==> config.mk <==
export PLATFORM = sky130hd
export DESIGN_NAME = store_tagcheck_pipe
export DESIGN_NICKNAME = d
export VERILOG_FILES = /design/src/rtl/stpipe_pkg.sv /design/src/rtl/stp_tag_store.sv /design/src/rtl/stp_data_store.sv /design/src/rtl/stp_write_buf.sv /design/src/rtl/store_tagcheck_pipe.sv
export SDC_FILE = /design/constraint.sdc
export NUM_CORES = 1
export LEC_CHECK = 0
export BUFFER_PORTS_ARGS = -buffer_cell sky130_fd_sc_hd__buf_2
export CORE_ASPECT_RATIO = 1.75
export CORE_MARGIN = 5
export CORE_UTILIZATION = 55
export DETAILED_ROUTE_END_ITERATION = 16
export PLACE_DENSITY = 0.76
export SYNTH_ARGS = -nofsm -noshare
export SYNTH_HDL_FRONTEND = slang
export SYNTH_SLANG_ARGS = --single-unit
==> constraint.sdc <==
create_clock -name clk -period 2.6 [get_ports clk]
set_input_delay 0.26 -clock clk [delete_from_list [all_inputs] [get_ports clk]]
set_output_delay 0.26 -clock clk [all_outputs]
set_load 0.01 [all_outputs]
==> src/rtl/stpipe_pkg.sv <==
package stpipe_pkg;
    typedef enum logic [0:0] {
        ST_RUN  = 1'b0,
        ST_FILL = 1'b1
    } stp_state_e;
endpackage

==> src/rtl/stp_tag_store.sv <==
module stp_tag_store #(
    parameter int IDX_W = 3,
    parameter int TAG_W = 5
) (
    input  logic             clk,
    input  logic             rst_n,
    input  logic [IDX_W-1:0] rd_idx,
    input  logic [TAG_W-1:0] rd_tag,
    output logic             hit,
    input  logic             wr_en,
    input  logic [IDX_W-1:0] wr_idx,
    input  logic [TAG_W-1:0] wr_tag
);
    localparam int LINES = 1 << IDX_W;

    logic [TAG_W-1:0] tag_q [LINES];
    logic [TAG_W-1:0] tag_d [LINES];
    logic [LINES-1:0] vld_q, vld_d;

    always_comb begin
        tag_d = tag_q;
        vld_d = vld_q;
        if (wr_en) begin
            tag_d[wr_idx] = wr_tag;
            vld_d[wr_idx] = 1'b1;
        end
    end

    always_ff @(posedge clk or negedge rst_n) begin
        if (!rst_n) begin
            vld_q <= '0;
            for (int i = 0; i < LINES; i++) tag_q[i] <= '0;
        end else begin
            vld_q <= vld_d;
            tag_q <= tag_d;
        end
    end

    assign hit = vld_q[rd_idx] && (tag_q[rd_idx] == rd_tag);
endmodule

==> src/rtl/stp_data_store.sv <==
module stp_data_store #(
    parameter int IDX_W  = 3,
    parameter int DATA_W = 16
) (
    input  logic              clk,
    input  logic              rst_n,
    input  logic [IDX_W-1:0]  rd_idx,
    output logic [DATA_W-1:0] rd_data,
    input  logic              wr_en,
    input  logic [IDX_W-1:0]  wr_idx,
    input  logic [DATA_W-1:0] wr_data
);
    localparam int LINES = 1 << IDX_W;

    logic [DATA_W-1:0] mem_q [LINES];
    logic [DATA_W-1:0] mem_d [LINES];

    always_comb begin
        mem_d = mem_q;
        if (wr_en) mem_d[wr_idx] = wr_data;
    end

    always_ff @(posedge clk or negedge rst_n) begin
        if (!rst_n) begin
            for (int i = 0; i < LINES; i++) mem_q[i] <= '0;
        end else begin
            mem_q <= mem_d;
        end
    end

    assign rd_data = mem_q[rd_idx];
endmodule

==> src/rtl/stp_write_buf.sv <==
module stp_write_buf #(
    parameter int ADDR_W = 8,
    parameter int DATA_W = 16
) (
    input  logic              clk,
    input  logic              rst_n,
    input  logic              set,
    input  logic              clear,
    input  logic [ADDR_W-1:0] set_addr,
    input  logic [DATA_W-1:0] set_data,
    input  logic [ADDR_W-1:0] probe_addr,
    output logic              valid,
    output logic [ADDR_W-1:0] addr,
    output logic [DATA_W-1:0] data,
    output logic              match
);
    typedef struct packed {
        logic              v;
        logic [ADDR_W-1:0] a;
        logic [DATA_W-1:0] d;
    } ent_t;

    ent_t ent_q, ent_d;

    always_comb begin
        ent_d = ent_q;
        if (set) begin
            ent_d.v = 1'b1;
            ent_d.a = set_addr;
            ent_d.d = set_data;
        end else if (clear) begin
            ent_d.v = 1'b0;
        end
    end

    always_ff @(posedge clk or negedge rst_n) begin
        if (!rst_n) ent_q <= '0;
        else        ent_q <= ent_d;
    end

    assign valid = ent_q.v;
    assign addr  = ent_q.a;
    assign data  = ent_q.d;
    assign match = ent_q.v && (ent_q.a == probe_addr);
endmodule

==> src/rtl/store_tagcheck_pipe.sv <==
module store_tagcheck_pipe #(
    parameter int ADDR_W = 8,
    parameter int IDX_W  = 3,
    parameter int DATA_W = 16
) (
    input  logic              clk,
    input  logic              rst_n,
    input  logic              req_valid,
    input  logic              req_write,
    input  logic [ADDR_W-1:0] req_addr,
    input  logic [DATA_W-1:0] req_wdata,
    output logic              req_ready,
    output logic              rsp_valid,
    output logic [DATA_W-1:0] rsp_data,
    output logic              fill_req,
    output logic [ADDR_W-1:0] fill_addr,
    input  logic              fill_valid,
    input  logic [DATA_W-1:0] fill_data
);
    import stpipe_pkg::*;

    localparam int TAG_W = ADDR_W - IDX_W;

    typedef struct packed {
        stp_state_e        st;
        logic [ADDR_W-1:0] addr;
        logic              wr;
        logic [DATA_W-1:0] wdata;
        logic              rv;
        logic [DATA_W-1:0] rd;
    } ctl_t;

    ctl_t ctl_q, ctl_d;

    logic              tag_hit;
    logic              tw_en;
    logic              dw_en;
    logic [IDX_W-1:0]  dw_idx;
    logic [DATA_W-1:0] dw_data;
    logic [DATA_W-1:0] dr_data;
    logic              wb_set, wb_clr;
    logic              wb_valid, wb_match;
    logic [ADDR_W-1:0] wb_addr;
    logic [DATA_W-1:0] wb_data;

    stp_tag_store #(.IDX_W(IDX_W), .TAG_W(TAG_W)) u_tags (
        .clk    (clk),
        .rst_n  (rst_n),
        .rd_idx (req_addr[IDX_W-1:0]),
        .rd_tag (req_addr[ADDR_W-1:IDX_W]),
        .hit    (tag_hit),
        .wr_en  (tw_en),
        .wr_idx (ctl_q.addr[IDX_W-1:0]),
        .wr_tag (ctl_q.addr[ADDR_W-1:IDX_W])
    );

    stp_data_store #(.IDX_W(IDX_W), .DATA_W(DATA_W)) u_data (
        .clk     (clk),
        .rst_n   (rst_n),
        .rd_idx  (req_addr[IDX_W-1:0]),
        .rd_data (dr_data),
        .wr_en   (dw_en),
        .wr_idx  (dw_idx),
        .wr_data (dw_data)
    );

    stp_write_buf #(.ADDR_W(ADDR_W), .DATA_W(DATA_W)) u_wbuf (
        .clk        (clk),
        .rst_n      (rst_n),
        .set        (wb_set),
        .clear      (wb_clr),
        .set_addr   (req_addr),
        .set_data   (req_wdata),
        .probe_addr (req_addr),
        .valid      (wb_valid),
        .addr       (wb_addr),
        .data       (wb_data),
        .match      (wb_match)
    );

    // Next-state logic: tag check in RUN, commit of the buffered store
    // overlapped with it, and a stall-and-fill in FILL.
    always_comb begin
        ctl_d   = ctl_q;
        ctl_d.rv = 1'b0;
        tw_en   = 1'b0;
        dw_en   = 1'b0;
        dw_idx  = wb_addr[IDX_W-1:0];
        dw_data = wb_data;
        wb_set  = 1'b0;
        wb_clr  = 1'b0;
        case (ctl_q.st)
            ST_RUN: begin
                if (req_valid) begin
                    if (tag_hit) begin
                        if (req_write) begin
                            dw_en  = wb_valid;
                            wb_set = 1'b1;
                        end else begin
                            ctl_d.rv = 1'b1;
                            ctl_d.rd = wb_match ? wb_data : dr_data;
                        end
                    end else begin
                        // empty the pipeline before the line is replaced
                        dw_en       = wb_valid;
                        wb_clr      = 1'b1;
                        ctl_d.st    = ST_FILL;
                        ctl_d.addr  = req_addr;
                        ctl_d.wr    = req_write;
                        ctl_d.wdata = req_wdata;
                    end
                end
            end
            ST_FILL: begin
                if (fill_valid) begin
                    tw_en    = 1'b1;
                    dw_en    = 1'b1;
                    dw_idx   = ctl_q.addr[IDX_W-1:0];
                    dw_data  = ctl_q.wr ? ctl_q.wdata : fill_data;
                    ctl_d.st = ST_RUN;
                    if (!ctl_q.wr) begin
                        ctl_d.rv = 1'b1;
                        ctl_d.rd = fill_data;
                    end
                end
            end
            default: ctl_d.st = ST_RUN;
        endcase
    end

    always_ff @(posedge clk or negedge rst_n) begin
        if (!rst_n) ctl_q <= '0;
        else        ctl_q <= ctl_d;
    end

    assign req_ready = (ctl_q.st == ST_RUN);
    assign fill_req  = (ctl_q.st == ST_FILL);
    assign fill_addr = ctl_q.addr;
    assign rsp_valid = ctl_q.rv;
    assign rsp_data  = ctl_q.rd;
endmodule

* Yosys cells after proc, flatten, opt, wreduce, memory -nomap -nowiden
Cells that the tools add are included.
** Storage, ports and cells
- Flip-flop bits (word level) :: 244
- Bits of input ports :: 45
- Output and inout port bits :: 27
- Word-level logic and storage cells :: 101
** Operators by class
- Order comparisons :: 8
- Equal/unequal tests :: 7
- Multiplexer cells :: 46
- Bitwise logic cells :: 6
- Reductions and logical operators :: 8
** Operators with widths (number)
- $bwmux 128 :: 1
- $mux 16 :: 7
- $mux 17 :: 4
- $bmux 16 s3 :: 1
- $demux 16 s3 :: 1
- $mux 43 :: 1
- $bwmux 40 :: 1
- $pmux 17 s2 :: 1
- $mux 26 :: 1
- $mux 1 :: 17
- $bmux 5 s3 :: 1
- $demux 5 s3 :: 1
- $mux 5 :: 3
- $ge 4x4->1 const B :: 3
- $not 3->4 :: 3
- $eq 8x8->1 :: 1
- $lt 3x4->1 const B :: 2
- $lt 4x1->1 const B :: 2
- $ne 2x2->1 const B :: 4
- $or 8x8->8 :: 1
- $mux 3 :: 2
- $eq 5x5->1 :: 1
- $logic_and 1x1->1 :: 5
- $reduce_and 5->1 :: 1
- other kinds (8) :: 10

* Longest topological paths before layout
Gate-level depths: netlist of the first run.
- Depth in word-level cells :: 11
- Gate-level depth with buffers :: 10
- Gate-level depth less buffers :: 6

* Modules after synthesis
A second synthesis of the first run with hierarchy kept.
** Unflattened totals
- Cells, all modules :: 777
- Area, all modules :: 11770.0 um^2
** By module, submodules not included
- stp_data_store :: instances 1, cells an instance 336, area each 5929.4 um^2, seq. area each 3203.1 um^2
- store_tagcheck_pipe :: instances 1, cells an instance 227, area each 2427.3 um^2, seq. area each 1076.0 um^2
- stp_tag_store :: instances 1, cells an instance 148, area each 2293.4 um^2, seq. area each 1201.2 um^2
- stp_write_buf :: instances 1, cells an instance 66, area each 1119.8 um^2, seq. area each 625.6 um^2

* Least setup slack after synthesis of the first run
Ideal clock, no wire load.
- Kind :: input -> register
- Start :: input req_addr[0]
- End :: register u_data.mem_q[101] in the netlist's numbering
- Setup time :: 125 ps
- Arrival time :: 2477 ps
- Data required time :: 2475 ps
- Setup slack :: -2 ps
- Stages :: 9
- Path buffers :: 3
- Cells stage by stage :: buf_6 > mux2i_1 > mux4_2 > xnor2_1 > or4_1 > buf_6 > o21ai_4 > buf_6 > mux2_4
** Between the ends
- Longest elaborated chain between the ends :: 9
- Elaborated cells on any way between the ends :: 11
- Classes of those cells :: 1 x eq/ne; 8 x mux; 1 x bitwise; 1 x reduce/logical
** RTL lines
- from (decl) :: RTL line store_tagcheck_pipe.sv:10 : input logic [ADDR_W-1:0] req_addr,
- $not 3->4 (implied by the code) :: RTL line stp_tag_store.sv:39 : assign hit = vld_q[rd_idx] && (tag_q[rd_idx] == rd_tag);
- $bmux 5 s3 :: RTL line stp_tag_store.sv:39
- $mux 5 (implied by the code) (2 in series) :: RTL line stp_tag_store.sv:39
- $eq 5x5->1 :: RTL line stp_tag_store.sv:39
- $logic_and 1x1->1 * :: RTL line stp_tag_store.sv:39
- $mux 1 * :: RTL line store_tagcheck_pipe.sv:95 : if (tag_hit) begin
- $mux 1 * :: RTL line store_tagcheck_pipe.sv:94 : if (req_valid) begin
- $pmux 1 s2 * :: RTL line store_tagcheck_pipe.sv:92 : case (ctl_q.st)
- to (signal assigned) :: RTL line stp_data_store.sv:27 : mem_q <= mem_d;
- to (decl) :: RTL line stp_data_store.sv:15 : logic [DATA_W-1:0] mem_q [LINES];
Mark *: on every way between the ends. The rest lies on a longest branch, timed or not. The select of a mux whose other input is x is not followed.
A chain may end at the register's enable or synchronous reset.

* Worst setup path in the final report of the first run
- Start :: register u_tags.tag_q[5] in the netlist's numbering
- End :: register u_data.mem_q[108] in the netlist's numbering
** Between the ends
- Longest elaborated chain between the ends :: 8
** RTL lines
- from (decl) :: RTL line stp_tag_store.sv:16 : logic [TAG_W-1:0] tag_q [LINES];
- from (signal assigned) :: RTL line stp_tag_store.sv:35 : tag_q <= tag_d;
- $bmux 5 s3 :: RTL line stp_tag_store.sv:39
- $mux 5 (implied by the code) (2 in series) :: RTL line stp_tag_store.sv:39
- $eq 5x5->1 :: RTL line stp_tag_store.sv:39
- $logic_and 1x1->1 :: RTL line stp_tag_store.sv:39
- $mux 1 :: RTL line store_tagcheck_pipe.sv:95
- $mux 1 :: RTL line store_tagcheck_pipe.sv:94
- $pmux 1 s2 :: RTL line store_tagcheck_pipe.sv:92
No other way between the ends. The select of a mux whose other input is x is not followed.

==> results of run 1 <==
-- cell type report --
type	count	area (µm²)
Fill cell	1439	7380
Clock buffer	37	658
Sequential cell	244	6110
Tap cell	292	365
Timing Repair Buffer	152	1360
Clock inverter	3	15.0
Inverter	3	11.3
Multi-Input combinational cell	473	5690
-- critical path: cells and delay by family (launching register included) --
family                    cells  cell delay, ns
AOI/OAI and AO/OA             1            0.20
xor gates and xnor gates      1            0.16
DFF                           1            0.37
buffers and inverters         3            0.45
muxes                         3            0.89
and+or+nand+nor               1            0.51
-- final timing paths --
path / end / cells after the start
worst max-delay path: u_data.mem_q[108] / 9
worst min-delay path: u_wbuf.data[2] / 2
worst max register to register: u_data.mem_q[108] / 9
worst min register to register: u_tags.vld_q[0] / 1
max in group asynchronous: u_data.mem_q[116] / 3
min in group asynchronous: ctl_q[23] / 2
-- cells in the mapped netlist --
library cell  count  share of area
buf_6            14          0.013
buf_1             3        0.00093
mux2_1           20          0.019
buf_8             1         0.0012
nand4_1           1        0.00052
nor4b_2           1         0.0012
buf_4            28          0.017
nand4_2           1         0.0010
mux2i_1          38          0.031
nor4_2            1         0.0010
o21ba_2           1        0.00083
mux2_4           98           0.12
xor2_1            5         0.0036
o21ai_4           9          0.012
buf_12            1         0.0017
nand2_1          23         0.0071
nor3_4            1         0.0013
nand2b_1          4         0.0021
and3_1            2         0.0010
and2_1           17         0.0088
nor3b_1           4         0.0025
nor2b_1           1        0.00052
or3_1             1        0.00052
nor3_1            5         0.0021
buf_2             7         0.0029
o21ai_0           5         0.0021
a21o_1            1        0.00062
mux2_2          131           0.12
a21boi_0          1        0.00062
dfrtp_1         244           0.51
or4b_1            1        0.00083
or4_1             2         0.0012
or2_1             1        0.00052
o21ai_1          16         0.0066
nor2_1           12         0.0037
xnor2_1           8         0.0058
a221o_1          16          0.013
or2_2             6         0.0031
inv_1             3        0.00093
clkbuf_1         15         0.0047
nand3_1           1        0.00041
mux4_2           39          0.073
-- logic make-up after synthesis --
kind of cell	count (synthesis)
XOR/XNOR	13
multiplexers	326
AO/OA/AOI/OAI	49
AND/OR/NAND/NOR	85
buffers and inverters	72
flip-flops	244
-- routing by layer --
metal	up-vias	GRT usage	wire length, µm
met1	3707	0.273	10800
met5	-	0	0
met2	209	0.432	15900
li1	3074	-	-
met3	81	0.0392	1320
met4	0	0.100	1240
-- power groups by stage --
stage	Clock [W]	Combinational, W	Sequential [W]
2_1_floorplan	0	0.00332	0.00564
3_3_place_gp	0	0.00397	0.00589
3_5_place_dp	0	0.00415	0.00603
4_1_cts	0.00319	0.00441	0.00599
5_1_grt	0.00333	0.00477	0.00615
6_report	0.00313	0.00446	0.00602
-- sequential cells by signal (all words and copies together), names as in the netlist --
name,count
u_data.mem_q,128
u_wbuf.data,16
fill_addr,8
u_tags.tag_q,40
u_wbuf.addr,8
u_tags.vld_q,8
fill_req,1
u_wbuf.valid,1
rsp_data,16
rsp_valid,1
ctl_q,17
-- metrics by stage --
step	instances	hold slack (ns)	total power, W	worst slack, ns	cell area [µm²]
floorplan	789	-0.0356	0.00896	-0.00233	12100
global placement	1142	0.287	0.00986	-0.200	13000
detailed placement	1142	0.316	0.0102	-0.283	13000
CTS	1204	0.00494	0.0136	-0.0767	14100
global route	1204	0.0102	0.0143	-0.151	14200
finish	1204	0.0172	0.0136	-0.0905	14200
-- what timing repair did --
item	4_1_cts	5_1_grt
pin swaps	2	21
endpoints found under the setup margin	128	166
endpoints found under the hold margin	103	0
hold buffers	15	0
gates cloned	2	2
setup buffers	5	1
gates resized for setup	50	17
==> run summary, run 1 <==
synthesized netlist cell count: 789
slowest stage delay, CP: 0.51 ns
Power Density: 958 mW/mm²
Final HPWL DP: 19,800 µm
part of the Yosys area used for sequential elements: 0.505
final hold vios: 0
CP dominant cell by count: buf_12
critical path cell sequence: mux2i_1, mux4_2, xnor2_2, or4_4, buf_12, o21ai_4, buf_6, buf_12, mux2_4
P_sw: 0.00417 W
Pins Over Slew Limit: 0
core region area: 0.0216 mm²
WL final: 29,300 µm
post-synthesis mux area share: 0.367
clock power share: 0.230
ANT cells: 0
Gate power share: 0.328
Total Die Area: 0.0251 mm²
Port Buf Inserts: 71
Pre-antenna DRT Iters: 6
Seq pwr share: 0.442
io pins: 72
Rel. slew slack: 0.397
min cycle time layout: 2.69 ns
max_cap viols: 0
CP Max Fanout: 8
status: finished with violations
f_max: 372 MHz
Synth Area in Compound Gates: 0.0361
GRT Resource Usage Total: 0.237
first-pass GRT wire length: 45,800 µm
Seq cells post-synth: 244
fin crit share: 1.03
fin util: 0.658
clock root buffer: clkbuf_16
Int Pwr: 0.00944 W
CP Launch Point: u_tags.tag_q[5]
Clock Latency Late Sink: 0.52 ns
share of cells above drive strength 1: 0.503
worst reg-to-reg setup slack: -0.09 ns
number of global-route vias before repair: 8,133
failing checks: setup timing
CP Launch Type: flip-flop
H-tree depth: 1
largest family of logic cells by synthesized area: multiplexers
clk sink count: 244
YS warnings: 0
DR iter-0 viols: 362
final setup TNS: -2.41 ns
Via density: 5.87
setup violators final: 88
simple-gate portion of the synthesized area: 0.0397
Syn Area/Cell: 15.3 µm²
drc violations: 0
DRT antenna net count: 0
Final Wtd Congestion: 0.829
kind of end point of the critical path: flip-flop
worst slew pin tran: 0.905 ns
drt wl/cell: 24.3 µm
RSZ-0062 raised after global routing: true
CTS tree: done
most common cell after layout, fill and taps aside: dfrtp_1
floorplan row count: 71
worst hold-check path type: in -> reg
Post-Synth Adder-Cell Area: 0
crit path max-delay cell type: mux4_2
synthesis-to-layout area growth: 17.6%
Hold Path Origin: req_wdata[2]
sw frac: 0.306
deepest clock path buffer count: 3
Initial Util: 0.560
Max IR drop VDD: 0.735 mV
post-synthesis cell type count: 42
Die Y-Extent: 206 µm
vias: 7,071
Clock Skews: 0.0227 ns
Final Net Count: 942
Arrival @ worst endpoint: 3.09 ns
worst path required time: 3.00 ns
pin count of the biggest net entering global routing: 85
worst setup margin: -0.0905 ns
Die X: 122 µm
Cell Area, Synth: 0.0121 mm²
Leak: 7.07 nW
total global routing overflow: 0
initial antenna violation count: 0
number of CTS-inserted buffers: 23
Synth Area in XOR/XNOR: 0.00942
syn nets: 834
clock transition at the registers of the reported paths: 0.06 ns
critical path class: reg -> reg
r2r startpoint: u_tags.tag_q[5]
most frequent cells in the layout: dfrtp_1 (244), mux2_4 (146), mux2_2 (83)
Power figures use the tool's default switching activity.
==> inputs of run 2 (changes only) <==
--- a/config.mk
+++ b/config.mk
@@ -6,11 +6,12 @@
 export NUM_CORES = 1
 export LEC_CHECK = 0
 export BUFFER_PORTS_ARGS = -buffer_cell sky130_fd_sc_hd__buf_2
-export CORE_ASPECT_RATIO = 1.75
+export CORE_ASPECT_RATIO = 0.75
 export CORE_MARGIN = 5
 export CORE_UTILIZATION = 55
 export DETAILED_ROUTE_END_ITERATION = 16
 export PLACE_DENSITY = 0.76
+export RECOVER_POWER = 100
 export SYNTH_ARGS = -nofsm -noshare
 export SYNTH_HDL_FRONTEND = slang
 export SYNTH_SLANG_ARGS = --single-unit
==> run 2 against run 1 <==
Net effect: the run ends with capacitance limit, slew limit, setup timing left; combinational power shrank 6.7%; final cell count shrank 0.42%; cell area fell by 1.4%; largest cell class unchanged; highest routed layer unchanged.
==> run summary, run 2 (same netlist as run 1, synthesis figures left out) <==
status: finished with violations
failing checks: capacitance limit, slew limit, setup timing
Arrival @ worst endpoint: 3.02 ns (-0.07 ns)
Clock Skews: 0.0191 ns (-0.00359 ns)
Power Density: 980 mW/mm² (+2.4%)
Final Wtd Congestion: 0.780 (-5.9%)
Leak: 6.83 nW (-3.4%)
number of CTS-inserted buffers: 25 (+8.7%)
initial antenna violation count: 1 (+1)
Via density: 5.90 (+0.40%)
f_max: 381 MHz (+2.4%)
FF-to-FF path depth: 8 (-1)
worst reg-to-reg setup slack: -0.03 ns (+0.06 ns)
fill count: 1,565 (+8.8%)
setup violators final: 20 (-77%)
core region area: 0.0218 mm² (+1.1%)
GRT Resource Usage Total: 0.220 (-0.0172)
Biggest register: u_data.mem_q
Port Buf Inserts: 71 (unchanged)
DR iter-0 viols: 532 (+47%)
final instance count without filler cells: 1,199 (-0.42%)
top flop regs: u_data.mem_q (128), u_tags.tag_q (40), ctl_q (17)
GR Util met3: 0.0313 (-0.00791)
CP Max Fanout: 8 (unchanged)
clock transition at the registers of the reported paths: 0.06 ns (about the same)
final hold vios: 0 (unchanged)
min cycle time layout: 2.63 ns (-0.0635 ns)
Global Route met2 Usage: 0.340 (-0.0922)
r2r endpoint: u_data.mem_q[55]
Pins Over Slew Limit: 87 (+87)
DRT antenna net count: 0 (unchanged)
RSZ-0062 raised after global routing: true
floorplan row count: 47 (-34%)
most frequent cells in the layout: dfrtp_1 (244), mux2_4 (127), mux2_2 (88)
Hold Path Sink: ctl_q[29]
H-tree depth: 1 (unchanged)
GRT Max-Usage Layer: met1
Hold Path Origin: req_wdata[12]
deepest clock path buffer count: 3 (unchanged)
fin crit share: 1.01 (-0.0244)
CP Launch Type: flip-flop
r2r startpoint: u_tags.tag_q[5]
WL final: 28,200 µm (-3.6%)
worst setup margin: -0.0271 ns (+0.0635 ns)
drt wl/cell: 23.5 µm (-3.2%)
placed cells: 1,135 (-0.61%)
Die Y-Extent: 138 µm (-33%)
Die X: 181 µm (+48%)
worst slew pin tran: 1.96 ns (+1.05 ns)
WHS Path Cells: 2 (unchanged)
critical path class: reg -> reg
pin count of the biggest net entering global routing: 87 (+2.4%)
number of global-route vias before repair: 7,549 (-7.2%)
first-pass GRT wire length: 44,300 µm (-3.2%)
Pre-antenna DRT Iters: 5 (-1)
Total Die Area: 0.0251 mm² (-0.34%)
kind of end point of the critical path: flip-flop
GR Util met1: 0.340 (+0.0673)
Final Net Count: 932 (-1.1%)
total global routing overflow: 0 (unchanged)
synthesis-to-layout area growth: 16.0%
drc violations: 0 (unchanged)
Final HPWL DP: 18,200 µm (-8.4%)
Placement Setup Slack: -0.155 ns (+0.127 ns)
Clock Latency Late Sink: 0.53 ns (about the same)
CTS tree: done
Max IR drop VDD: 0.532 mV (-28%)
final setup TNS: -0.304 ns (+2.11 ns)
clock root buffer: clkbuf_16
fin util: 0.642 (-0.0160)
ANT cells: 0 (unchanged)
share of cells above drive strength 1: 0.448 (-0.0558)
Initial Util: 0.554 (-0.00591)
worst hold-check path type: in -> reg
max reg flops: 128 (unchanged)
io pins: 72 (unchanged)
worst path required time: 3.00 ns (about the same)
most common cell after layout, fill and taps aside: dfrtp_1
clk sink count: 244 (unchanged)
Rel. slew slack: -0.304 (-0.701)
vias: 7,070 (-0.014%)
max_cap viols: 1 (+1)
run 2: changes by cell type in the layout (fill, tap and decap cells not counted), sizes merged:
cell and change:
dlygate4sd3 +1, clkbuf +40, clkinv -1, buf -52, inv +1, clkinvlp +2
bufinv +2
run 2: worst max path at each step:
stage,startpoint,endpoint,slack [ns],cells after the start
final,u_tags.tag_q[5],u_data.mem_q[55],-0.03,8
after global routing,u_tags.tag_q[35],u_data.mem_q[112],-0.09,8
after CTS,u_tags.tag_q[10],u_data.mem_q[124],-0.02,8
after detailed placement,req_addr[0],u_data.mem_q[121],-0.16,9
after global placement,req_addr[0],u_data.mem_q[114],-0.16,9
after floorplan,req_addr[0],u_data.mem_q[101],-0.002,9
run 2: per-layer routing:
metal	vias to the layer above	wire length (µm)
li1	3066	-
met1	3781	13600
met2	185	12900
met3	38	1280
met4	0	462
met5	-	0
run 2: through the flow:
stage          total power, W  hold slack (ns)  cell area [µm²]
2_1_floorplan         0.00896          -0.0356            12100
3_3_place_gp          0.00989            0.317            12900
3_5_place_dp           0.0100            0.317            12900
4_1_cts                0.0137          0.00128            13900
5_1_grt                0.0144          0.00762            14000
6_report               0.0137           0.0135            14000
run 2: timing repair:
action                                 4_1_cts  5_1_grt
endpoints found under the hold margin      108        0
gates cloned                                 0        3
setup endpoints to repair                   43      128
buffers inserted                             0        0
resized for setup                            4       51
hold buffers                                16        0
run 2: final cells by class:
cell class / count / area (µm²) / area share
Clock inverter: 7 / 93.8 / 0.00670
Tap cell: 294 / 368 / 0.0262
Timing Repair Buffer: 140 / 1110 / 0.0795
Clock buffer: 38 / 724 / 0.0517
Sequential cell: 244 / 6110 / 0.436
Inverter: 3 / 11.3 / 0.000803
Multi-Input combinational cell: 473 / 5600 / 0.399
run 2: critical path, stage by stage, from the launching register on:
cell and delay, ns:
dfrtp_1 0.35, mux2i_1 0.07, mux4_2 0.51, xnor2_2 0.17, or4_4 0.51, buf_12 0.17
o21ai_4 0.22, clkbuf_16 0.21, mux2_4 0.30
run 2: power by group:
part / leakage [nW] / internal (W) / switching, W / total, W
clock network: 0.394 / 0.00212 / 0.00148 / 0.00360
logic: 3.24 / 0.00239 / 0.00177 / 0.00416
registers: 3.20 / 0.00508 / 0.000900 / 0.00598
